### src/rtl/bypass_pkg.sv
// Package: shared select codes and widths for the operand bypass selector.
// Assumes a register number width fixed at build time by the parameter below.
package bypass_pkg;
    localparam int unsigned REG_W_DEF = 5;
    localparam int unsigned SEL_W     = 2;

    localparam logic [SEL_W-1:0] SEL_RF  = 2'b00;
    localparam logic [SEL_W-1:0] SEL_EXM = 2'b10;
    localparam logic [SEL_W-1:0] SEL_MWB = 2'b01;
endpackage

### src/rtl/bypass_stage_hit.sv
// Module: decides whether one older pipeline stage can supply one operand.
// Assumes register zero is hard-wired and so must never be bypassed.
module bypass_stage_hit #(
    parameter int unsigned REG_W = bypass_pkg::REG_W_DEF
) (
    input  logic [REG_W-1:0] src,
    input  logic [REG_W-1:0] dst,
    input  logic             wr_en,
    output logic             hit
);
    localparam logic [REG_W-1:0] ZERO_REG = '0;

    // Qualified match: stage writes, target is a real register, numbers agree.
    always_comb begin
        hit = wr_en && (dst != ZERO_REG) && (dst == src);
    end
endmodule

### src/rtl/bypass_pick.sv
// Module: turns two stage hits into a select code, the younger stage first.
// Assumes hit_exm comes from the stage nearer to execute.
module bypass_pick (
    input  logic                           hit_exm,
    input  logic                           hit_mwb,
    output logic [bypass_pkg::SEL_W-1:0]   sel
);
    import bypass_pkg::*;

    // Priority encode: execute/memory overrides memory/writeback.
    always_comb begin
        if (hit_exm)      sel = SEL_EXM;
        else if (hit_mwb) sel = SEL_MWB;
        else              sel = SEL_RF;
    end
endmodule

### src/rtl/bypass_operand.sv
// Module: full bypass decision for one ALU operand.
// Assumes both older stages present a destination number and a write enable.
module bypass_operand #(
    parameter int unsigned REG_W = bypass_pkg::REG_W_DEF
) (
    input  logic [REG_W-1:0]              src,
    input  logic [REG_W-1:0]              exm_dst,
    input  logic                          exm_wr_en,
    input  logic [REG_W-1:0]              mwb_dst,
    input  logic                          mwb_wr_en,
    output logic [bypass_pkg::SEL_W-1:0]  sel
);
    logic hit_exm;
    logic hit_mwb;

    bypass_stage_hit #(.REG_W(REG_W)) u_hit_exm (
        .src   (src),
        .dst   (exm_dst),
        .wr_en (exm_wr_en),
        .hit   (hit_exm)
    );

    bypass_stage_hit #(.REG_W(REG_W)) u_hit_mwb (
        .src   (src),
        .dst   (mwb_dst),
        .wr_en (mwb_wr_en),
        .hit   (hit_mwb)
    );

    bypass_pick u_pick (
        .hit_exm (hit_exm),
        .hit_mwb (hit_mwb),
        .sel     (sel)
    );
endmodule

### src/rtl/operand_bypass_sel.sv
// Module: top of the execute-stage bypass selector, two independent operands.
// Assumes a purely combinational use: no clock, no reset, no stored state.
module operand_bypass_sel #(
    parameter int unsigned REG_W = bypass_pkg::REG_W_DEF
) (
    input  logic [REG_W-1:0] src_a,
    input  logic [REG_W-1:0] src_b,
    input  logic [REG_W-1:0] exm_dst,
    input  logic             exm_wr_en,
    input  logic [REG_W-1:0] mwb_dst,
    input  logic             mwb_wr_en,
    output logic [1:0]       sel_a,
    output logic [1:0]       sel_b
);
    localparam int unsigned NUM_OPS = 2;

    logic [REG_W-1:0]              src_vec [NUM_OPS];
    logic [bypass_pkg::SEL_W-1:0]  sel_vec [NUM_OPS];

    // Gather the operand sources into an indexable array.
    always_comb begin
        src_vec[0] = src_a;
        src_vec[1] = src_b;
    end

    for (genvar op = 0; op < NUM_OPS; op++) begin : g_op
        bypass_operand #(.REG_W(REG_W)) u_op (
            .src       (src_vec[op]),
            .exm_dst   (exm_dst),
            .exm_wr_en (exm_wr_en),
            .mwb_dst   (mwb_dst),
            .mwb_wr_en (mwb_wr_en),
            .sel       (sel_vec[op])
        );
    end

    // Drive the named select ports from the per-operand results.
    always_comb begin
        sel_a = sel_vec[0];
        sel_b = sel_vec[1];
    end
endmodule

### config.mk
export PLATFORM = sky130hd
export DESIGN_NAME = operand_bypass_sel
export DESIGN_NICKNAME = d
export VERILOG_FILES = /design/src/rtl/bypass_pkg.sv /design/src/rtl/bypass_stage_hit.sv /design/src/rtl/bypass_pick.sv /design/src/rtl/bypass_operand.sv /design/src/rtl/operand_bypass_sel.sv
export SDC_FILE = /design/constraint.sdc
export NUM_CORES = 1
export LEC_CHECK = 0
export BUFFER_PORTS_ARGS = -buffer_cell sky130_fd_sc_hd__buf_2
export CAP_MARGIN = 30
export CELL_PAD_IN_SITES_DETAIL_PLACEMENT = 1
export CELL_PAD_IN_SITES_GLOBAL_PLACEMENT = 1
export CORE_AREA = 2 2 39 41
export DETAILED_ROUTE_END_ITERATION = 12
export DIE_AREA = 0 0 41 43
export GPL_ROUTABILITY_DRIVEN = 0
export PLACE_DENSITY_LB_ADDON = 0.08
export RECOVER_POWER = 100
export SYNTH_ARGS = -nofsm -noshare
export SYNTH_HDL_FRONTEND = slang
export SYNTH_SLANG_ARGS = --single-unit
### constraint.sdc
create_clock -name vclk -period 4.1
set_input_delay 0.615 -clock vclk [all_inputs]
set_output_delay 0.615 -clock vclk [all_outputs]
set_load 0.01 [all_outputs]
# Yosys cells after proc, flatten, opt, wreduce, memory -nomap -nowiden
# Index checks and enable logic that the tools add are counted.
[word_totals] reg_bits=0 input_bits=22 output_inout_bits=4 elab_cells=16
[op_classes] eq_ne=4 muxes=4 reduce_logical=8
[op_table] op="== test 5 bit" n=4
[op_table] op="nonzero test 5 bit" n=2
[op_table] op="logical AND 1 bit" n=6
[op_table] op="two-way mux 2 bit" n=2
[op_table] op="two-way mux 1 bit" n=2

# Longest topological paths before layout
# Gate-level depths: netlist of the first run.
[logic_depth] ltp_word=5 mapped_depth=4

# Hierarchy
# Synthesis of the first run repeated with hierarchy kept, for this count alone.
[unflattened] cells_unflattened=44 area_unflattened_um2=347.8
[by_module_without_submodules] mod="bypass_stage_hit" n_inst=4 cells_per_inst=10 area_each_um2=76.3
[by_module_without_submodules] mod="bypass_pick" n_inst=2 cells_per_inst=2 area_each_um2=21.3

# Worst setup path after synthesis of the first run
# No wires, ideal clock.
[synth_timing] path_kind="input-to-output" start="in exm_dst[4]" end="out sel_b[0]" arrival_ps=1720 slack_ps=1765 path_stages=4 path_cell_list="or4_1 o21ai_2 nor4_1 nor4_2"
[synth_via] elab_chain_len=4 word_cells_on_any_way=5 cone_classes="1 x eq/ne; 1 x mux; 3 x reduce/logical"
[synth_lines] element="from (decl)" line_no="operand_bypass_sel.sv:8" text="input logic [REG_W-1:0] exm_dst,"
[synth_lines] element="nonzero test 5 bit" line_no="bypass_stage_hit.sv:15" text="hit = wr_en && (dst != ZERO_REG) && (dst == src);"
[synth_lines] element="logical AND 1 bit" line_no="bypass_stage_hit.sv:15"
[synth_lines] element="logical AND 1 bit (*)" line_no="bypass_stage_hit.sv:15"
[synth_lines] element="net g_op[1].u_op.hit_exm" line_no="bypass_operand.sv:13" text="logic hit_exm;"
[synth_lines] element="two-way mux 2 bit (*)" line_no="bypass_pick.sv:12" text="if (hit_exm) sel = SEL_EXM;"
[synth_lines] element="to (decl)" line_no="operand_bypass_sel.sv:13" text="output logic [1:0] sel_b"
# The timed path passes the listed nets; every way through them passes the cells marked *.

# Worst setup path after layout of the first run
[layout_timing] start="in exm_dst[4]" end="out sel_a[0]"
[layout_via] elab_chain_len=4 word_cells_on_any_way=5 cone_classes="1 x eq/ne; 1 x mux; 3 x reduce/logical"
[layout_lines] element="nonzero test 5 bit" line_no="bypass_stage_hit.sv:15"
[layout_lines] element="logical AND 1 bit" line_no="bypass_stage_hit.sv:15"
[layout_lines] element="logical AND 1 bit (*)" line_no="bypass_stage_hit.sv:15"
[layout_lines] element="two-way mux 2 bit (*)" line_no="bypass_pick.sv:12"
[layout_lines] element="to (decl)" line_no="operand_bypass_sel.sv:12" text="output logic [1:0] sel_a,"
# Mark *: on every way between the ends. The rest lies on a longest branch, timed or not.

==> results of run 1 <==
[cell type report]
| class | instances | area, µm² | area share |
|---|---|---|---|
| Tap cell | 16 | 20.0 | 0.0485 |
| Multi-Input combinational cell | 34 | 267 | 0.645 |
| Timing Repair Buffer | 26 | 126 | 0.306 |
[through the flow]
step / util / hold slack [ps] / cell area [µm²]
final: 0.298 / 1570 / 413
after global routing: 0.298 / 1610 / 413
after CTS: 0.304 / 1590 / 420
after detailed placement: 0.304 / 1590 / 420
after global placement: 0.304 / 1590 / 420
after floorplan: - / 1340 / 285
[power groups by stage]
stage / clock (mW) / sequential, mW / combinational (mW)
5_1_grt: 0 / 0 / 0.0456
3_5_place_dp: 0 / 0 / 0.0424
4_1_cts: 0 / 0 / 0.0425
3_3_place_gp: 0 / 0 / 0.0429
6_report: 0 / 0 / 0.0407
2_1_floorplan: 0 / 0 / 0.0214
[logic make-up (layout without fill, tap and decap cells)]
logic type | Yosys count | after routing | synth area share
and+or+nand+nor | 13 | 13 | 0.303
buffers and inverters | 2 | 26 | 0.0526
xor gates and xnor gates | 20 | 20 | 0.614
AOI/OAI and AO/OA | 1 | 1 | 0.0307
[final timing paths]
check / startpoint / end / cells after the start
hold / removal: mwb_wr_en / sel_a[0] / 4
setup / recovery: exm_dst[4] / sel_a[0] / 6
[placed cells by master (no fill, tap or decap)]
cell type	n
nand4_1	2
nor2_1	1
nand2_1	2
or4_1	2
xnor2_1	16
buf_2	23
o21ai_0	1
nor4_1	2
clkbuf_1	3
nor4_2	2
xor2_1	4
nand3_1	2
[critical path, stage by stage]
cell      delay [ps]
buf_2            120
or4_1            500
o21ai_0          220
nor4_1           130
nor4_2           260
clkbuf_1         180
[per-layer routing]
layer	track usage	up-vias
li1	-	173
met1	0.149	140
met2	0.200	15
met3	0.0105	0
met4	0	0
met5	0	-
==> metrics.txt, run 1 <==
Net Count, Synth 58; fmax between 0.3 and 0.4 GHz; placement row count 14; layout cells sized above 1 0.417; number of diodes 0; P&R area growth vs syn 44.7%; initial antenna violation count 0; Die X between 40 and 50 µm; global-route wire length before repair between 1 and 1.5 mm; top-count cell post-synth xnor2_1; Post-Syn Instances 36; Mapped Area 285 µm²; Synth top area share 0.491; met1 WL between 300 and 400 µm; switching pwr 19.1 µW; nets 84; filler instances about 180; setup_tns 0 ps; WL met2 ~430 µm; Crit Path Class input port to output port; crit share post-route 0.641; io pins 26; Worst-Margin Slew approximately 470 ps; initial core utilization 0.206; Overall Power ~41 µW; post-cts repair resize count 0; wire length on met3 70 µm; CTS Hold Buffers Added 0; DRT Wirelength 869 µm; Core Region ~1400 µm²; Leak Pwr approximately 0.16 nW; Cell Count, Final, Fillers Out 76; Avg Vias per Cell between 4 and 5; Sequential Power Share 0; hold crit path type input port to output port; clock group share of total power 0; seq_cells 0; maximum VDD drop 0.0308 mV; status finished clean; Synth top cells by count xnor2_1 (16), xor2_1 (4); grt total ovfl 0; headroom to the max-slew limit 0.683; hpwl dp ~870 µm; DR DRC count 0; DR WL/cell ~11 µm; RSZ-0062 raised after global routing no; final hold vios 0; final worst setup slack between 1000 and 1500 ps; P_int ~22 µW; number of clock-tree buffers in the layout 0; CP Data Arrival Time ~2000 ps; die height approximately 43 µm; vias in the first global route between 300 and 400; minimum clock period 2630 ps; Worst Setup Slack post-DPL ~1600 ps; Synthesis Warnings 0; total track usage 0.113; max-cap viol count 0; Avg Inst Size Synth ~8 µm²; Crit Path Max Fanout 3; Storage cell area 0 µm²; uppermost layer routed met3; DIE AREA roughly 1800 µm²; input/output buffers 26; Setup violations, final 0; final slew viol count 0; Critical Path End Type output port; pwr dens 98.5 nW/µm²; Pre-antenna DRT Iters 1; most area-hungry cell type in the Yosys netlist xnor2_1; Yosys cell types 11; # Post-CTS Setup Buffers 0; via count about 330; fraction of power spent switching nets 0.469; top post-synthesis cells by area xnor2_1 (49%), xor2_1 (12%), nor4_2 (8.8%), buf_4 (5.3%), or4_1 (5.3%); Worst EP required approximately 3500 ps; Worst setup SP type input port; Inst Count DP 76; Comb pwr share 1.000; 1st-iter DRT viols 0; Seq/Total Area, Yosys 0; Detail Route Antenna Nets 0; largest net degree at the start of global routing 4
No activity file was read; power rests on OpenSTA's default activity.
==> run 2, diff against run 1 <==
--- a/config.mk
+++ b/config.mk
@@ -5,13 +5,14 @@
 export SDC_FILE = /design/constraint.sdc
 export NUM_CORES = 1
 export LEC_CHECK = 0
+export ABC_AREA = 1
 export BUFFER_PORTS_ARGS = -buffer_cell sky130_fd_sc_hd__buf_2
 export CAP_MARGIN = 30
 export CELL_PAD_IN_SITES_DETAIL_PLACEMENT = 1
 export CELL_PAD_IN_SITES_GLOBAL_PLACEMENT = 1
-export CORE_AREA = 2 2 39 41
+export CORE_MARGIN = 1
+export CORE_UTILIZATION = 26
 export DETAILED_ROUTE_END_ITERATION = 12
-export DIE_AREA = 0 0 41 43
 export GPL_ROUTABILITY_DRIVEN = 0
 export PLACE_DENSITY_LB_ADDON = 0.08
 export RECOVER_POWER = 100
==> constraint.sdc (replaced) <==
create_clock -name vclk -period 2.7
set_input_delay 0.405 -clock vclk [all_inputs]
set_output_delay 0.405 -clock vclk [all_outputs]
set_load 0.01 [all_outputs]
==> run 2 against run 1 <==
Via count grew 58%. Cell area grew 24%. Sequential share of layout area is the same. Core utilization grew 8.4 points. Die area shrank 7.3%. Largest power group unchanged.
==> metrics.txt, run 2 <==
most area-hungry cell type in the Yosys netlist nand2_1; number of diodes 0; Pre-antenna DRT Iters 1; Setup violations, final 0; DIE AREA 1630 µm²; CTS Hold Buffers Added 0; via count a little over 500; CP Data Arrival Time ~1200 ps; Overall Power ~70 µW; post-cts repair resize count 0; Crit Path Class input port to output port; filler instances 220; Synth top area share 0.303; pwr dens around 140 nW/µm²; RSZ-0062 raised after global routing no; Comb pwr share 1.000; largest net degree at the start of global routing 5; Worst Hold Launch exm_wr_en; Crit path max-delay family simple AND/OR/NAND/NOR gates; Synth top cells by count nand2_1 (31), inv_1 (14), nor2_1 (10); top-count cell post-synth nand2_1; seq_cells 0; final hold vios 0; uppermost layer routed met3; placement row count 13; Avg Vias per Cell between 4 and 5; CP max stage delay ~240 ps; global-route wire length before repair around 1.7 mm; Storage cell area 0 µm²; switching pwr about 38 µW; final worst setup slack around 1100 ps; vias in the first global route ~430; met1 WL roughly 480 µm; initial antenna violation count 0; DR WL/cell between 8 and 9 µm; most frequent cells in the layout nand2_1 (31), buf_2 (24), inv_1 (14); Crit Path Max Fanout 4; Core Region roughly 1300 µm²; fmax 0.617 GHz; maximum VDD drop 0.0383 mV; top post-synthesis cells by area nand2_1 (30%), inv_1 (14%), xnor2_1 (14%), nor2_1 (9.8%), xor2_1 (9.1%); WL met2 around 500 µm; P&R area growth vs syn 32.9%; Post-Syn Instances 80; Detail Route Antenna Nets 0; initial core utilization 0.288; CP Buf/Inv Count 2; io pins 26; Synthesis Warnings 0; crit path from exm_dst[3]; minimum clock period about 1600 ps; Worst-Margin Slew between 150 and 200 ps; wire length on met3 ~55 µm; nets approximately 130; hold crit path type input port to output port; crit path cell chain buf_2 > or2_1 > o21ai_2 > nor2_1 > nor2_2 > clkbuf_1; max-cap viol count 0; Avg Inst Size Synth about 4.8 µm²; status finished clean; Worst setup SP type input port; Net Count, Synth about 100; total track usage 0.142; die height ~40 µm; number of clock-tree buffers in the layout 0; final slew viol count 0; slowest cell on the critical path or2_1; hold slack roughly 1200 ps; hpwl dp 1.00 mm; headroom to the max-slew limit 0.878; 1st-iter DRT viols 0; DR DRC count 0; Die X about 40 µm; clock group share of total power 0; fraction of power spent switching nets 0.539; Critical Path End Type output port; grt total ovfl 0; most common cell after layout, fill and taps aside nand2_1; Mapped Area ~380 µm²; Sequential Power Share 0; layout cells sized above 1 0.260; Worst Setup Slack post-DPL around 1100 ps; input/output buffers 26; Yosys cell types 11; crit share post-route 0.601; # Post-CTS Setup Buffers 0; setup_tns 0 ps; DRT Wirelength 1.04 mm; Leak Pwr around 0.33 nW; P_int roughly 32 µW; Worst EP required around 2300 ps; Seq/Total Area, Yosys 0
[run 2: changes by cell type in the layout (fill, tap and decap cells not counted), sizes merged]
cell	delta
buf	+1
nor4	-4
nor2	+13
clkbuf	-1
nand4	-2
inv	+14
or2	+1
nand3	+4
nand2	+29
o21ai	+1
xnor2	-10
or4	-2
[run 2: area by class of cell]
type,instances,area [µm²],area share
Inverter,14,52.6,0.103
Tap cell,15,18.8,0.0368
Multi-Input combinational cell,64,312,0.610
Timing Repair Buffer,26,128,0.250
[run 2: power by group through the flow]
stage               clock [mW]  combinational [mW]  sequential, mW
CTS                          0              0.0720               0
floorplan                    0              0.0394               0
finish                       0              0.0696               0
global route                 0              0.0807               0
global placement             0              0.0707               0
detailed placement           0              0.0718               0
[run 2: final timing paths]
path                  slack (ps)  cells after the start       end
worst min-delay path        1170                      4  sel_b[1]
worst max-delay path        1080                      6  sel_b[0]
[run 2: per-stage QoR]
| stage | instance area (µm²) | instances | util |
|---|---|---|---|
| 2_1_floorplan | 384 | 80 | - |
| 3_3_place_gp | 518 | 119 | 0.388 |
| 3_5_place_dp | 518 | 119 | 0.388 |
| 4_1_cts | 518 | 119 | 0.388 |
| 5_1_grt | 510 | 119 | 0.383 |
| 6_report | 510 | 119 | 0.383 |
[run 2: logic make-up (layout without fill, tap and decap cells)]
logic type | count (synthesis) | count (layout) | share of synthesized area
and+or+nand+nor | 52 | 52 | 0.560
buffers and inverters | 16 | 40 | 0.176
xor gates and xnor gates | 10 | 10 | 0.228
AOI/OAI and AO/OA | 2 | 2 | 0.0358
[run 2: layer usage]
layer,track usage,vias to the layer above
met3,0,0
met4,0,0
met2,0.278,16
met5,0,-
li1,-,280
met1,0.179,221
==> run 3, diff against run 2 <==
--- a/config.mk
+++ b/config.mk
@@ -11,7 +11,7 @@
 export CELL_PAD_IN_SITES_DETAIL_PLACEMENT = 1
 export CELL_PAD_IN_SITES_GLOBAL_PLACEMENT = 1
 export CORE_MARGIN = 1
-export CORE_UTILIZATION = 26
+export CORE_UTILIZATION = 24
 export DETAILED_ROUTE_END_ITERATION = 12
 export GPL_ROUTABILITY_DRIVEN = 0
 export PLACE_DENSITY_LB_ADDON = 0.08
==> constraint.sdc (replaced) <==
create_clock -name vclk -period 1.4
set_input_delay 0.21 -clock vclk [all_inputs]
set_output_delay 0.21 -clock vclk [all_outputs]
set_load 0.01 [all_outputs]
==> run 3 against run 2 <==
Wire length grew 1.2%. Critical path type unchanged. Die area up 7.9%. Critical endpoint unchanged. Final cell count increased by 0.84%. Cell area up 0.98%.
==> metrics.txt, run 3 (synthesis results as in run 2) <==
status finished clean; DIE AREA between 1500 and 2000 µm²; crit share post-route 0.888; global-route wire length before repair 2.02 mm; Setup violations, final 0; Crit path max-delay family simple AND/OR/NAND/NOR gates; DRT Wirelength roughly 1.1 mm; Comb pwr share 1.000; post-cts repair resize count 0; Storage cell area 0 µm²; P&R area growth vs syn 34.2%; placement row count 14; routing usage on met1 0.197; nets 128; clock group share of total power 0; fraction of power spent switching nets 0.539; number of clock-tree buffers in the layout 0; most frequent cells in the layout nand2_1 (31), buf_2 (24), inv_1 (14); met3 usage 0; setup_tns 0 ps; fmax between 0.8 and 0.9 GHz; headroom to the max-slew limit 0.900; filler instances between 200 and 250; 1st-iter DRT viols 0; P_int 62.2 µW; pwr dens 261 nW/µm²; crit path cell chain clkbuf_2 > or2_1 > o21ai_2 > nor2_1 > nor2_2 > clkbuf_1; Pre-antenna DRT Iters 1; Worst Setup EP sel_b[0]; die height roughly 42 µm; Worst setup SP type input port; hpwl dp approximately 1 mm; largest net degree at the start of global routing 5; Worst Hold Launch exm_wr_en; Crit Path Max Fanout 4; Core Region 1510 µm²; grt met2 use 0.253; Avg Vias per Cell around 4.3; Sequential Power Share 0; number of diodes 0; seq_cells 0; RSZ-0062 raised after global routing no; via count between 500 and 600; DR DRC count 0; hold crit path type input port to output port; Worst EP required around 1200 ps; Detail Route Antenna Nets 0; Die X roughly 42 µm; CP max stage delay 240 ps; slowest cell on the critical path or2_1; Overall Power ~130 µW; CP Data Arrival Time between 1000 and 1500 ps; Critical Path End Type output port; Inst Count DP 120; minimum clock period around 1200 ps; maximum VDD drop a little under 0.07 mV; initial antenna violation count 0; CTS Hold Buffers Added 0; crit path from exm_dst[3]; total track usage 0.140; final slew viol count 0; final hold vios 0; most common cell after layout, fill and taps aside nand2_1; Cell Count, Final, Fillers Out 120; gr busiest metal met2; critical path depth 6; input/output buffers 26; initial core utilization 0.255; switching pwr around 73 µW; io pins 26; max-cap viol count 0; vias in the first global route 520; # Post-CTS Setup Buffers 0; Worst-Margin Slew between 100 and 150 ps; CP Buf/Inv Count 2; DR WL/cell a little under 9 µm; Crit Path Class input port to output port; Leak Pwr 0.332 nW; grt total ovfl 0; layout cells sized above 1 0.279
[run 3: cell types whose count changed in the layout (fill, tap and decap cells not counted)]
cell      change
clkbuf_1      -1
clkbuf_2      +1
nor2_1        -1
nor2_2        +1
[run 3: worst min path at each step]
| stage | endpoint | slack (ps) | cells past startpoint |
|---|---|---|---|
| floorplan | sel_b[0] | 620 | 4 |
| finish | sel_a[1] | 760 | 4 |
| global placement | sel_b[1] | 770 | 4 |
| global route | sel_a[1] | 800 | 4 |
| detailed placement | sel_b[1] | 780 | 4 |
| CTS | sel_b[1] | 780 | 4 |
[run 3: final cells by class]
| type | instances | area, µm² | area share |
|---|---|---|---|
| repair buffers | 26 | 129 | 0.250 |
| multi-input cells | 64 | 314 | 0.609 |
| inverters | 14 | 52.6 | 0.102 |
| well taps | 16 | 20.0 | 0.0388 |
[run 3: through the flow]
step	hold WS, ps	util	area [µm²]	setup WS (ps)
2_1_floorplan	623	-	384	384
3_3_place_gp	771	0.345	519	181
3_5_place_dp	776	0.345	519	164
4_1_cts	777	0.345	519	161
5_1_grt	798	0.342	515	43.2
6_report	763	0.342	515	157
[run 3: routing by layer]
layer / vias up / routed length (µm) / part of all wire
met4: 0 / 0 / 0
met3: 0 / 47 / 0.045
met1: 226 / 462 / 0.44
met5: - / 0 / 0
met2: 14 / 544 / 0.52
li1: 280 / - / -
[run 3: power groups by stage]
stage / clock (mW) / combinational, mW / sequential, mW
floorplan: 0 / 0.0760 / 0
global placement: 0 / 0.137 / 0
detailed placement: 0 / 0.138 / 0
CTS: 0 / 0.139 / 0
global route: 0 / 0.159 / 0
finish: 0 / 0.135 / 0
